`config.mk`:
```
export PLATFORM = sky130hd
export DESIGN_NAME = insn_filter_cache
export DESIGN_NICKNAME = d
export VERILOG_FILES = /design/src/rtl/ifc_pkg.sv /design/src/rtl/ifc_store.sv /design/src/rtl/ifc_lru.sv /design/src/rtl/ifc_stats.sv /design/src/rtl/insn_filter_cache.sv
export SDC_FILE = /design/constraint.sdc
export NUM_CORES = 2
export LEC_CHECK = 0
export ABC_AREA = 1
export BUFFER_PORTS_ARGS = -buffer_cell sky130_fd_sc_hd__buf_2
export CORE_ASPECT_RATIO = 1.1
export CORE_UTILIZATION = 57
export DETAILED_ROUTE_END_ITERATION = 8
export PLACE_DENSITY_LB_ADDON = 0.15
export SLEW_MARGIN = 20
export SYNTH_ARGS = -nofsm -noshare
export SYNTH_HDL_FRONTEND = slang
export SYNTH_HIERARCHICAL = 1
export SYNTH_SLANG_ARGS = --single-unit
```
`constraint.sdc`:
```
create_clock -name clk -period 5 [get_ports clk]
set_input_delay 1 -clock clk [delete_from_list [all_inputs] [get_ports clk]]
set_output_delay 1 -clock clk [all_outputs]
set_load 0.02 [all_outputs]
```
`src/rtl/ifc_pkg.sv`:
```
package ifc_pkg;
  typedef enum logic {
    FC_IDLE = 1'b0,
    FC_WAIT = 1'b1
  } fc_state_e;
endpackage

```
`src/rtl/ifc_store.sv`:
```
module ifc_store #(
  parameter int SETS   = 8,
  parameter int WAYS   = 4,
  parameter int TAG_W  = 26,
  parameter int DATA_W = 64,
  parameter int IDX_W  = 3
) (
  input  logic              clk,
  input  logic              rst_n,
  input  logic              flush,
  input  logic [IDX_W-1:0]  lk_idx,
  input  logic [TAG_W-1:0]  lk_tag,
  output logic [WAYS-1:0]   lk_hit,
  output logic [DATA_W-1:0] lk_data,
  input  logic              wr_en,
  input  logic [IDX_W-1:0]  wr_idx,
  input  logic [WAYS-1:0]   wr_way,
  input  logic [TAG_W-1:0]  wr_tag,
  input  logic [DATA_W-1:0] wr_data,
  output logic [WAYS-1:0]   wr_row_valid
);
  logic [WAYS-1:0]   vld_q [SETS];
  logic [WAYS-1:0]   vld_d [SETS];
  logic [DATA_W-1:0] way_dat [WAYS];
  logic              any_vld;

  for (genvar w = 0; w < WAYS; w++) begin : g_way
    logic [TAG_W-1:0]  tag_q [SETS];
    logic [DATA_W-1:0] dat_q [SETS];
    logic              wr_here;
    assign wr_here = wr_en && wr_way[w];
    always_ff @(posedge clk) begin
      if (wr_here) begin
        tag_q[wr_idx] <= wr_tag;
        dat_q[wr_idx] <= wr_data;
      end
    end
    assign lk_hit[w]  = vld_q[lk_idx][w] && (tag_q[lk_idx] == lk_tag);
    assign way_dat[w] = lk_hit[w] ? dat_q[lk_idx] : '0;
  end

  always_comb begin
    lk_data = '0;
    for (int w = 0; w < WAYS; w++) lk_data = lk_data | way_dat[w];
  end

  always_comb begin
    for (int s = 0; s < SETS; s++) vld_d[s] = vld_q[s];
    if (wr_en) vld_d[wr_idx] = vld_q[wr_idx] | wr_way;
    if (flush) for (int s = 0; s < SETS; s++) vld_d[s] = '0;
  end

  always_ff @(posedge clk or negedge rst_n) begin
    if (!rst_n) for (int s = 0; s < SETS; s++) vld_q[s] <= '0;
    else        for (int s = 0; s < SETS; s++) vld_q[s] <= vld_d[s];
  end

  assign wr_row_valid = vld_q[wr_idx];

  always_comb begin
    any_vld = 1'b0;
    for (int s = 0; s < SETS; s++) any_vld = any_vld | (|vld_q[s]);
  end


  single_match_chk: assert property (@(posedge clk) disable iff (!rst_n)
    $onehot0(lk_hit));


  flush_empty_chk: assert property (@(posedge clk) disable iff (!rst_n)
    flush |=> !any_vld);
endmodule

```
`src/rtl/ifc_lru.sv`:
```
module ifc_lru #(
  parameter int SETS  = 8,
  parameter int WAYS  = 4,
  parameter int IDX_W = 3
) (
  input  logic             clk,
  input  logic             rst_n,
  input  logic             touch,
  input  logic [IDX_W-1:0] t_idx,
  input  logic [WAYS-1:0]  t_way,
  input  logic [IDX_W-1:0] q_idx,
  output logic [WAYS-1:0]  q_old
);
  localparam int AGE_W = $clog2(WAYS);
  localparam logic [AGE_W-1:0] AGE_MAX = AGE_W'(WAYS - 1);

  logic [AGE_W-1:0] age_q [SETS][WAYS];
  logic [AGE_W-1:0] age_d [SETS][WAYS];
  logic [AGE_W-1:0] ref_age;

  always_comb begin
    ref_age = '0;
    for (int w = 0; w < WAYS; w++) if (t_way[w]) ref_age = age_q[t_idx][w];
  end

  always_comb begin
    for (int s = 0; s < SETS; s++)
      for (int w = 0; w < WAYS; w++) age_d[s][w] = age_q[s][w];
    if (touch) begin
      for (int w = 0; w < WAYS; w++) begin
        if (t_way[w])                        age_d[t_idx][w] = '0;
        else if (age_q[t_idx][w] < ref_age) age_d[t_idx][w] = age_q[t_idx][w] + 1'b1;
      end
    end
  end

  always_ff @(posedge clk or negedge rst_n) begin
    if (!rst_n) begin
      for (int s = 0; s < SETS; s++)
        for (int w = 0; w < WAYS; w++) age_q[s][w] <= AGE_W'(w);
    end else begin
      for (int s = 0; s < SETS; s++)
        for (int w = 0; w < WAYS; w++) age_q[s][w] <= age_d[s][w];
    end
  end

  for (genvar w = 0; w < WAYS; w++) begin : g_old
    assign q_old[w] = (age_q[q_idx][w] == AGE_MAX);
  end


  lru_order_chk: assert property (@(posedge clk) disable iff (!rst_n)
    $onehot(q_old));


  touch_onehot_chk: assert property (@(posedge clk) disable iff (!rst_n)
    touch |-> $onehot(t_way));
endmodule

```
`src/rtl/ifc_stats.sv`:
```
module ifc_stats #(
  parameter int CNT_W = 32
) (
  input  logic             clk,
  input  logic             rst_n,
  input  logic             acc_inc,
  input  logic             hit_inc,
  output logic [CNT_W-1:0] acc_cnt,
  output logic [CNT_W-1:0] hit_cnt
);
  logic [CNT_W-1:0] acc_d, hit_d;

  always_comb begin
    acc_d = acc_cnt + CNT_W'(1);
    hit_d = hit_cnt + CNT_W'(1);
  end

  always_ff @(posedge clk or negedge rst_n) begin
    if (!rst_n)       acc_cnt <= '0;
    else if (acc_inc) acc_cnt <= acc_d;
  end

  always_ff @(posedge clk or negedge rst_n) begin
    if (!rst_n)       hit_cnt <= '0;
    else if (hit_inc) hit_cnt <= hit_d;
  end


  hit_is_access_chk: assert property (@(posedge clk) disable iff (!rst_n)
    hit_inc |-> acc_inc);


  acc_step_chk: assert property (@(posedge clk) disable iff (!rst_n)
    !acc_inc |=> $stable(acc_cnt));
endmodule

```
`src/rtl/insn_filter_cache.sv`:
```
module insn_filter_cache #(
  parameter int ENTRIES = 32,
  parameter int WAYS    = 4,
  parameter int PC_W    = 32,
  parameter int INSN_W  = 64,
  parameter int CNT_W   = 32
) (
  input  logic              clk,
  input  logic              rst_n,
  input  logic              flush,
  input  logic              req_valid,
  input  logic [PC_W-1:0]   req_pc,
  output logic              req_ready,
  output logic              rsp_valid,
  output logic [INSN_W-1:0] rsp_insn,
  output logic              rsp_hit,
  output logic              ic_req_valid,
  output logic [PC_W-1:0]   ic_req_pc,
  input  logic              ic_rsp_valid,
  input  logic [INSN_W-1:0] ic_rsp_insn,
  output logic [CNT_W-1:0]  acc_count,
  output logic [CNT_W-1:0]  hit_count
);
  import ifc_pkg::*;

  localparam int SETS  = ENTRIES / WAYS;
  localparam int IDX_W = $clog2(SETS);
  localparam int OFF_W = $clog2(INSN_W / 8);
  localparam int TAG_W = PC_W - OFF_W - IDX_W;

  logic rst_s1, rst_sync_n;
  always_ff @(posedge clk or negedge rst_n) begin
    if (!rst_n) begin
      rst_s1     <= 1'b0;
      rst_sync_n <= 1'b0;
    end else begin
      rst_s1     <= 1'b1;
      rst_sync_n <= rst_s1;
    end
  end

  fc_state_e         state_q, state_d;
  logic [PC_W-1:0]   pend_q;
  logic              rsp_v_d, rsp_hit_d, rsp_en;
  logic [INSN_W-1:0] rsp_insn_d;

  logic [IDX_W-1:0]  lk_idx, pend_idx;
  logic [TAG_W-1:0]  lk_tag, pend_tag;
  logic [WAYS-1:0]   lk_hit, row_vld, q_old, vict, t_way;
  logic [INSN_W-1:0] lk_data;
  logic              accept, hit_any, is_hit, is_miss, fill_arrive, fill_en, touch, found;
  logic [IDX_W-1:0]  t_idx;
  logic              unused_lowbits;

  assign lk_idx   = req_pc[OFF_W +: IDX_W];
  assign lk_tag   = req_pc[PC_W-1 -: TAG_W];
  assign pend_idx = pend_q[OFF_W +: IDX_W];
  assign pend_tag = pend_q[PC_W-1 -: TAG_W];
  assign unused_lowbits = &{1'b0, req_pc[OFF_W-1:0]};

  assign req_ready   = rst_sync_n && (state_q == FC_IDLE);
  assign accept      = req_valid && req_ready;
  assign hit_any     = (|lk_hit) && !flush;
  assign is_hit      = accept && hit_any;
  assign is_miss     = accept && !hit_any;
  assign fill_arrive = (state_q == FC_WAIT) && ic_rsp_valid;
  assign fill_en     = fill_arrive && !flush;

  always_comb begin
    vict  = '0;
    found = 1'b0;
    for (int w = 0; w < WAYS; w++) begin
      if (!found && !row_vld[w]) begin
        vict[w] = 1'b1;
        found   = 1'b1;
      end
    end
    if (!found) vict = q_old;
  end

  assign touch = is_hit || fill_en;
  assign t_idx = is_hit ? lk_idx : pend_idx;
  assign t_way = is_hit ? lk_hit : vict;

  always_comb begin
    state_d    = state_q;
    rsp_v_d    = 1'b0;
    rsp_hit_d  = 1'b0;
    rsp_insn_d = ic_rsp_insn;
    case (state_q)
      FC_IDLE: begin
        if (is_hit) begin
          rsp_v_d    = 1'b1;
          rsp_hit_d  = 1'b1;
          rsp_insn_d = lk_data;
        end else if (is_miss) begin
          state_d = FC_WAIT;
        end
      end
      FC_WAIT: begin
        if (ic_rsp_valid) begin
          rsp_v_d = 1'b1;
          state_d = FC_IDLE;
        end
      end
      default: state_d = FC_IDLE;
    endcase
  end
  assign rsp_en = rsp_v_d;

  always_ff @(posedge clk or negedge rst_sync_n) begin
    if (!rst_sync_n) begin
      state_q   <= FC_IDLE;
      rsp_valid <= 1'b0;
    end else begin
      state_q   <= state_d;
      rsp_valid <= rsp_v_d;
    end
  end

  always_ff @(posedge clk) begin
    if (is_miss) pend_q <= req_pc;
  end

  always_ff @(posedge clk) begin
    if (rsp_en) begin
      rsp_hit  <= rsp_hit_d;
      rsp_insn <= rsp_insn_d;
    end
  end

  assign ic_req_valid = (state_q == FC_WAIT);
  assign ic_req_pc    = pend_q;

  ifc_store #(.SETS(SETS), .WAYS(WAYS), .TAG_W(TAG_W), .DATA_W(INSN_W), .IDX_W(IDX_W)) u_store (
    .clk(clk), .rst_n(rst_sync_n), .flush(flush),
    .lk_idx(lk_idx), .lk_tag(lk_tag), .lk_hit(lk_hit), .lk_data(lk_data),
    .wr_en(fill_en), .wr_idx(pend_idx), .wr_way(vict), .wr_tag(pend_tag),
    .wr_data(ic_rsp_insn), .wr_row_valid(row_vld)
  );

  ifc_lru #(.SETS(SETS), .WAYS(WAYS), .IDX_W(IDX_W)) u_lru (
    .clk(clk), .rst_n(rst_sync_n), .touch(touch), .t_idx(t_idx), .t_way(t_way),
    .q_idx(pend_idx), .q_old(q_old)
  );

  ifc_stats #(.CNT_W(CNT_W)) u_stats (
    .clk(clk), .rst_n(rst_sync_n), .acc_inc(accept), .hit_inc(is_hit),
    .acc_cnt(acc_count), .hit_cnt(hit_count)
  );


  miss_stall_chk: assert property (@(posedge clk) disable iff (!rst_sync_n)
    ic_req_valid |-> !req_ready);


  hit_next_cycle_chk: assert property (@(posedge clk) disable iff (!rst_sync_n)
    is_hit |=> rsp_valid && rsp_hit && !ic_req_valid);


  fill_forward_chk: assert property (@(posedge clk) disable iff (!rst_sync_n)
    (ic_req_valid && ic_rsp_valid) |=>
      rsp_valid && !rsp_hit && req_ready && (rsp_insn == $past(ic_rsp_insn)));


  stray_word_chk: assert property (@(posedge clk) disable iff (!rst_sync_n)
    (!ic_req_valid && ic_rsp_valid && !req_valid) |=> !rsp_valid);
endmodule

```
* Yosys cells after proc, flatten, opt, wreduce, memory -nomap -nowiden
Memory sizes are Yosys's and may differ from the RTL's.
Index checks and enable logic that the tools add are counted.
** Storage, ports and cells
- Bits in registers :: 261
- Memory bits (writable) :: 2880
- Input port bits :: 101
- Output and inout port bits :: 164
- Logic and storage cells :: 201
- Memories :: 8
** Cells by class
- Add/subtract/negate cells :: 6
- Magnitude comparators :: 9
- Eq/ne operators :: 8
- Multiplexer cells :: 75
- Bitwise gates (word level) :: 16
- Reductions and logical operators :: 30
** Memories
- u_store.g_way[0].dat_q :: words 8, bits a word 64, rd ports 1, clocked after memory_dff 0, wr ports 1, line ifc_store.sv:29 : logic [DATA_W-1:0] dat_q [SETS];
- u_store.g_way[1].dat_q :: words 8, bits a word 64, rd ports 1, clocked after memory_dff 0, wr ports 1, line ifc_store.sv:29
- u_store.g_way[2].dat_q :: words 8, bits a word 64, rd ports 1, clocked after memory_dff 0, wr ports 1, line ifc_store.sv:29
- u_store.g_way[3].dat_q :: words 8, bits a word 64, rd ports 1, clocked after memory_dff 0, wr ports 1, line ifc_store.sv:29
- u_store.g_way[0].tag_q :: words 8, bits a word 26, rd ports 1, clocked after memory_dff 0, wr ports 1, line ifc_store.sv:28 : logic [TAG_W-1:0] tag_q [SETS];
- u_store.g_way[1].tag_q :: words 8, bits a word 26, rd ports 1, clocked after memory_dff 0, wr ports 1, line ifc_store.sv:28
- +2 memories
** Operator list (count)
- two-way mux 64 bit :: 17
- bitwise AND 64 bit :: 4
- bitwise mux 64 bit :: 4
- NOT 64 bit :: 4
- bitwise OR 64 bit :: 3
- == test 26 bit :: 4
- demux 8 bit (select 3 bit) :: 4
- adder 32 x 1 -> 32 bit (second input constant) :: 2
- two-way mux 32 bit :: 2
- binary-select mux 8 bit (select 3 bit) :: 2
- two-way mux 8 bit :: 5
- bitwise mux 32 bit :: 1
- two-way mux 4 bit :: 8
- binary-select mux 4 bit (select 3 bit) :: 2
- logical AND 1 bit :: 20
- two-way mux 1 bit :: 20
- demux 4 bit (select 3 bit) :: 1
- greater-or-equal comparator 4 bit (second input constant) :: 3
- NOT 3 -> 4 bit :: 3
- two-way mux 2 bit :: 5
- adder 2 x 1 -> 2 bit (second input constant) :: 4
- == test 2 bit (second input constant) :: 4
- less-than comparator 2 bit :: 4
- less-than comparator 4 x 1 -> 1 bit (second input constant) :: 2
- other kinds (9) :: 16

* Logic depth before layout (Yosys ltp)
- Word-level depth :: 34
- Gate-level depth with buffers :: 43
- Mapped depth without buffers :: 37

* By module
Netlist, hierarchy kept.
** By module, submodules not included
- ifc_store :: instances 1, cells an instance 9979, area each 119298.2 um^2, seq. area each 87283.7 um^2
- ifc_lru :: instances 1, cells an instance 925, area each 5601.6 um^2, seq. area each 1641.6 um^2
- insn_filter_cache :: instances 1, cells an instance 363, area each 4287.9 um^2, seq. area each 3012.9 um^2
- ifc_stats :: instances 1, cells an instance 445, area each 3475.8 um^2, seq. area each 1601.5 um^2

* Least setup slack after synthesis
No wires, ideal clock.
- Path kind :: register to register
- Start point :: register rst_sync_n
- End point :: register, netlist name u_lru/age_q[18]
- Setup time :: 0.118 ns
- Arrival :: 7.055 ns
- Required time :: 4.882 ns
- Path slack :: -2.173 ns
- Cell stages (with the launch flop) :: 25
- Path buffers :: 3
- Clock period less this slack :: 7.173 ns
- Cells stage by stage :: dfrtp_1 -> nand2_4 -> nor2_4 -> nand3_4 -> buf_6 -> nand2_1 -> nand2_1 -> buf_2 -> nand3_2 -> inv_1 -> nand2_1 -> o21ai_0 -> nor2_1 -> nand3_2 -> nand2_1 -> a31oi_1 -> o21ai_0 -> ha_1 -> nand2_4 -> nand2_1 -> nand2_2 -> buf_6 -> nand2_1 -> nand2_1 -> nand2_1
** On the way
- Cells in the longest elaborated chain, start to end :: 27
- Elaborated cells between the ends (all ways) :: 53
- Those cells by class :: add/sub (4); order compare (6); mux (29); bitwise (9); reduce/logical (5)
** Ends and longest elaborated chain
- from (decl) :: line insn_filter_cache.sv:31 : logic rst_s1, rst_sync_n;
- from (signal assigned) :: line insn_filter_cache.sv:38 : rst_sync_n <= rst_s1;
- logical AND 1 bit * :: line insn_filter_cache.sv:61 : assign req_ready = rst_sync_n && (state_q == FC_IDLE);
- logical AND 1 bit * :: line insn_filter_cache.sv:62 : assign accept = req_valid && req_ready;
- named net accept :: line insn_filter_cache.sv:51 : logic accept, hit_any, is_hit, is_miss, fill_arrive, fill_en, touch, found;
- logical AND 1 bit * :: line insn_filter_cache.sv:64 : assign is_hit = accept && hit_any;
- two-way mux 3 bit * :: line insn_filter_cache.sv:82 : assign t_idx = is_hit ? lk_idx : pend_idx;
- named net t_idx[1] :: line insn_filter_cache.sv:52 : logic [IDX_W-1:0] t_idx;
- NOT 3 -> 4 bit (not written as such) * :: line ifc_lru.sv:23, ifc_lru.sv:31, ifc_lru.sv:32
- binary-select mux 8 bit (select 3 bit) :: line ifc_lru.sv:23, ifc_lru.sv:32
- (+13 left out)
- two-way mux 64 bit :: line ifc_lru.sv:29 : if (touch) begin
- bitwise mux 64 bit :: line ifc_lru.sv:32 : else if (age_q[t_idx][w] < ref_age) age_d[t_idx][w] = age_q[t_idx][w] + 1'b1;
- two-way mux 64 bit :: line ifc_lru.sv:32
- two-way mux 64 bit :: line ifc_lru.sv:31 : if (t_way[w]) age_d[t_idx][w] = '0;
- two-way mux 64 bit :: line ifc_lru.sv:29
- bitwise mux 64 bit :: line ifc_lru.sv:32
- two-way mux 64 bit :: line ifc_lru.sv:32
- two-way mux 64 bit * :: line ifc_lru.sv:31
Mark *: on every way through the listed nets, which the timed path passes. The rest lies on a longest branch. The select of a mux whose other input is x is not followed.
A chain may end at the register's enable or synchronous reset.

* Worst setup path in the final report
- Start point :: input port req_pc[4]
- End point :: register, netlist name u_lru/age_q[55]
** On the way
- Elaborated cells between the ends (all ways) :: 69
- Those cells by class :: add/sub (4); order compare (6); eq/ne (4); mux (32); bitwise (10); reduce/logical (9); memory (4)
** RTL lines
- from (decl) :: line insn_filter_cache.sv:12 : input logic [PC_W-1:0] req_pc,
- parallel branches: the longest is 4 deep, another holds memory (8 x 26 bit)
- logical AND 1 bit * :: line ifc_store.sv:38 : assign lk_hit[w] = vld_q[lk_idx][w] && (tag_q[lk_idx] == lk_tag);
- named net lk_hit[0] :: line insn_filter_cache.sv:49 : logic [WAYS-1:0] lk_hit, row_vld, q_old, vict, t_way;
- OR reduction 4 bit :: line insn_filter_cache.sv:63 : assign hit_any = (|lk_hit) && !flush;
- logical AND 1 bit :: line insn_filter_cache.sv:63
- logical AND 1 bit :: line insn_filter_cache.sv:64
- two-way mux 4 bit * :: line insn_filter_cache.sv:83 : assign t_way = is_hit ? lk_hit : vict;
- named net t_way[0] :: line insn_filter_cache.sv:49
- (+11 left out)
- two-way mux 64 bit :: line ifc_lru.sv:29
- bitwise mux 64 bit :: line ifc_lru.sv:32
- two-way mux 64 bit :: line ifc_lru.sv:32
- two-way mux 64 bit :: line ifc_lru.sv:31
- two-way mux 64 bit :: line ifc_lru.sv:29
- bitwise mux 64 bit :: line ifc_lru.sv:32
- two-way mux 64 bit :: line ifc_lru.sv:32
- two-way mux 64 bit * :: line ifc_lru.sv:31
Mark *: on every way through the listed nets, which the timed path passes. The select of a mux whose other input is x is not followed.

==> flow_summary.json <==
{
  "die_x_um": 462,
  "ys_seq_area_frac": 0.705,
  "syn_avg_cell_area_um2": 11.3,
  "synth-seq-cells": 3141,
  "ant_nets": 0,
  "vias": 95300,
  "drc_errors": 0,
  "min_period_ps": 4920,
  "cp.required_ps": 5800,
  "antenna_found_initial": 23,
  "fp.dieArea_mm2": 0.235,
  "pwr-share-comb": 0.060,
  "grtUsageTotal": 0.338,
  "drt_pass1_iterations": 9,
  "setup_viol": 0,
  "ios": 265,
  "htree_num_levels": 5,
  "path_max_fanout": 23,
  "cts-root-buf": "clkbuf_16",
  "syn_area_mm2": 0.133,
  "tightestPinTransition_ps": 1220,
  "crit_top_cell": "buf_4",
  "die_height_um": 508,
  "grt_max_degree": 241,
  "cts_tree": "yes",
  "wl_per_cell_um": 26.0,
  "portBuffers": 264,
  "clock.fmax_mhz": 203,
  "worstSkewPairLatency_ps": 980,
  "p_leak_nw": 57.3,
  "ir_worst_vdd_mv": 0.444,
  "fin_nets": 12400,
  "clkPwrFrac": 0.419,
  "cts_made_buffers": 328,
  "switching_share": 0.220,
  "synth_cells": 11700,
  "post_route_cells_drive_above_1_share": 0.130,
  "utilization": 0.662,
  "fin_skew_ps": 78.8,
  "cp.arrival_ps": 5720,
  "endpoint_kind": "flop",
  "hp-class": "primary input to flop",
  "status": "completed",
  "cap_violations": 0,
  "finalHoldViolations": 0,
  "dp_hpwl_um": 220000,
  "internal_power_w": 0.0434,
  "slew_viol_final": 0,
  "slowest_stage": "nor4_4",
  "fin_hold_ws_ps": 217,
  "cp-start-kind": "primary input",
  "syn_to_final_growth_pct": 15.4,
  "period_share": 0.983,
  "critPathMaxStageDelay_ps": 300,
  "yosysWarnings": 6,
  "via_per_inst": 6.11,
  "gr-total-overflow": 0,
  "grt_pass1_wl_um": 583000,
  "powerDensity_mw_per_mm2": 364,
  "syn_nets": 11800,
  "cts_buffer_depth": 4,
  "synthFlopType": "edfxtp_1",
  "core_mm2": 0.231,
  "p_sw_w": 0.0123,
  "drt_iter0_drc": 12700,
  "async_reset_ff_frac": 0.0522,
  "gp_congestion": 0.953,
  "start_util": 0.574,
  "cts.sinks": 3141,
  "first_global_vias": 89400,
  "power_w": 0.0557,
  "synthDistinctLibCells": 51,
  "path_clk_slew_ps": 60,
  "wl_um": 406000,
  "seqPwrFrac": 0.520,
  "crit_type": "primary input to flop",
  "rows": 185,
  "synth_edf_count": 2977,
  "max-slew-margin-rel": 0.188
}
## Yosys cell counts (all sizes together) (3+ instances only)
cell | instances | area [µm²]
a21oi | 311 | 1560
a221oi | 14 | 123
a31oi | 3 | 18.8
a32o | 252 | 2520
buf | 370 | 2140
clkbuf | 309 | 1160
clkinv | 24 | 95.1
dfrtp | 132 | 3300
dfstp | 32 | 841
edfxtp | 2977 | 89400
ha | 6 | 75.1
inv | 829 | 3120
nand2 | 3123 | 11900
nand3 | 1014 | 5110
nand4 | 33 | 206
nor2 | 964 | 3780
nor3 | 22 | 110
nor4 | 4 | 25.0
o211ai | 9 | 67.6
o21ai | 925 | 4630
o22ai | 282 | 1760
o311ai | 11 | 96.3
or2 | 5 | 31.3
xnor2 | 23 | 209
xor2 | 30 | 289
## repair_timing
| item | in CTS | in global routing |
|---|---|---|
| pin swaps | 5 | 24 |
| buffers inserted | 12 | 12 |
| setup endpoints to repair | 67 | 65 |
| hold endpoints to repair | 2 | 0 |
| hold buffers | 1 | 0 |
| gates resized for setup | 23 | 89 |
| cloned | 4 | 22 |
## through the flow
step / setup TNS [ps] / cell area (µm²) / worst slack (ps) / std cells
floorplan: -3453180 / 133000 / -1200 / 11700
global placement: -132470 / 142000 / -1290 / 15000
detailed placement: -147780 / 142000 / -1370 / 15000
CTS: 0 / 152000 / 2.03 / 15500
global route: -2370 / 153000 / -104 / 15600
finish: 0 / 153000 / 82.7 / 15600
## sequential cells by signal, indices dropped and copies added, names as in the netlist
register,count
rsp_hit,1
u_stats/acc_cnt,32
u_store/g_way.dat_q,2048
u_stats/hit_cnt,32
u_lru/age_q,64
u_store/g_way.tag_q,832
u_store/vld_q,32
ic_req_pc,32
rsp_valid,1
rst_sync_n,1
rst_s1,1
ic_req_valid,1
rsp_insn,64
## cell type report
| class | instances | area [µm²] |
|---|---|---|
| multi-input cells | 7043 | 33500 |
| diodes | 16 | 40.0 |
| repair inverters | 4 | 45.0 |
| flip-flops and latches | 3141 | 93500 |
| clock buffers | 418 | 8710 |
| repair buffers | 900 | 8780 |
| fillers | 17100 | 78200 |
| clock inverters | 143 | 1330 |
| well taps | 3085 | 3860 |
| inverters | 853 | 3280 |
## critical path, delay by kind of cell
kind	cells	cell delay, ps
AND/OR/NAND/NOR	17	2000
buffers and inverters	16	1960
AO/OA/AOI/OAI	3	370
adder cells (fa/ha/maj)	1	270
## layout by cell type (no fill, tap or decap), types with 32 or more instances in the layout
| cell | n |
|---|---|
| nor2_1 | 897 |
| o22ai_1 | 282 |
| buf_12 | 156 |
| dfstp_2 | 32 |
| nor2_4 | 52 |
| nand2_2 | 81 |
| nand3_2 | 39 |
| a32o_1 | 252 |
| clkbuf_1 | 81 |
| nand2_1 | 3017 |
| clkbuf_16 | 349 |
| nand4_1 | 33 |
| buf_2 | 261 |
| nand3_1 | 972 |
| clkinv_2 | 45 |
| a21oi_1 | 310 |
| buf_4 | 431 |
| o21ai_0 | 851 |
| inv_1 | 808 |
| dfrtp_1 | 131 |
| o21ai_1 | 71 |
| edfxtp_1 | 2977 |
| clkinv_1 | 83 |
## power groups by stage
| stage | clock, W | sequential (W) | combinational, W |
|---|---|---|---|
| floorplan | 0 | 0.0296 | 0.00175 |
| finish | 0.0234 | 0.0290 | 0.00336 |
| global route | 0.0246 | 0.0290 | 0.00362 |
| global placement | 0 | 0.0295 | 0.00308 |
| detailed placement | 0 | 0.0295 | 0.00315 |
| CTS | 0.0236 | 0.0290 | 0.00320 |
## final timing paths
kind                                                              start                               to  slack (ps)  cells past startpoint
min in group asynchronous                                         rst_n                 rst_s1$_DFF_PN0_         460                      2
worst max-delay path                                          req_pc[4]      u_lru/age_q[55]$_DFFE_PN0P_          80                     37
worst max register to register  u_store/g_way[2].tag_q[4][12]$_DFFE_PP_      u_lru/age_q[55]$_DFFE_PN0P_         350                     34
max in group asynchronous                          rst_sync_n$_DFF_PN0_  u_stats/hit_cnt[14]$_DFFE_PN0P_        3270                      2
worst min register to register                         rst_s1$_DFF_PN0_             rst_sync_n$_DFF_PN0_         350                      0
worst min-delay path                                          req_pc[2]           ic_req_pc[2]$_DFFE_PP_         220                      1
## per-layer routing
metal | vias up | wire, µm | global-route usage
met2 | 5627 | 189000 | 0.528
met1 | 46700 | 157000 | 0.474
met3 | 937 | 43200 | 0.0564
met5 | - | 51 | 0
li1 | 42000 | - | -
met4 | 8 | 16500 | 0.138
## logic make-up (layout without fill, tap and decap cells)
kind of cell,count (synthesis),count (layout),synth area share
other,1,17,0.0000283
AND/OR/NAND/NOR,5167,5171,0.160
flip-flops,3141,3141,0.705
XOR/XNOR,53,53,0.00375
AO/OA/AOI/OAI,1812,1812,0.0816
buffers and inverters,1532,2318,0.0491
adder cells (fa/ha/maj),6,6,0.000566
Power figures use the tool's default switching activity.
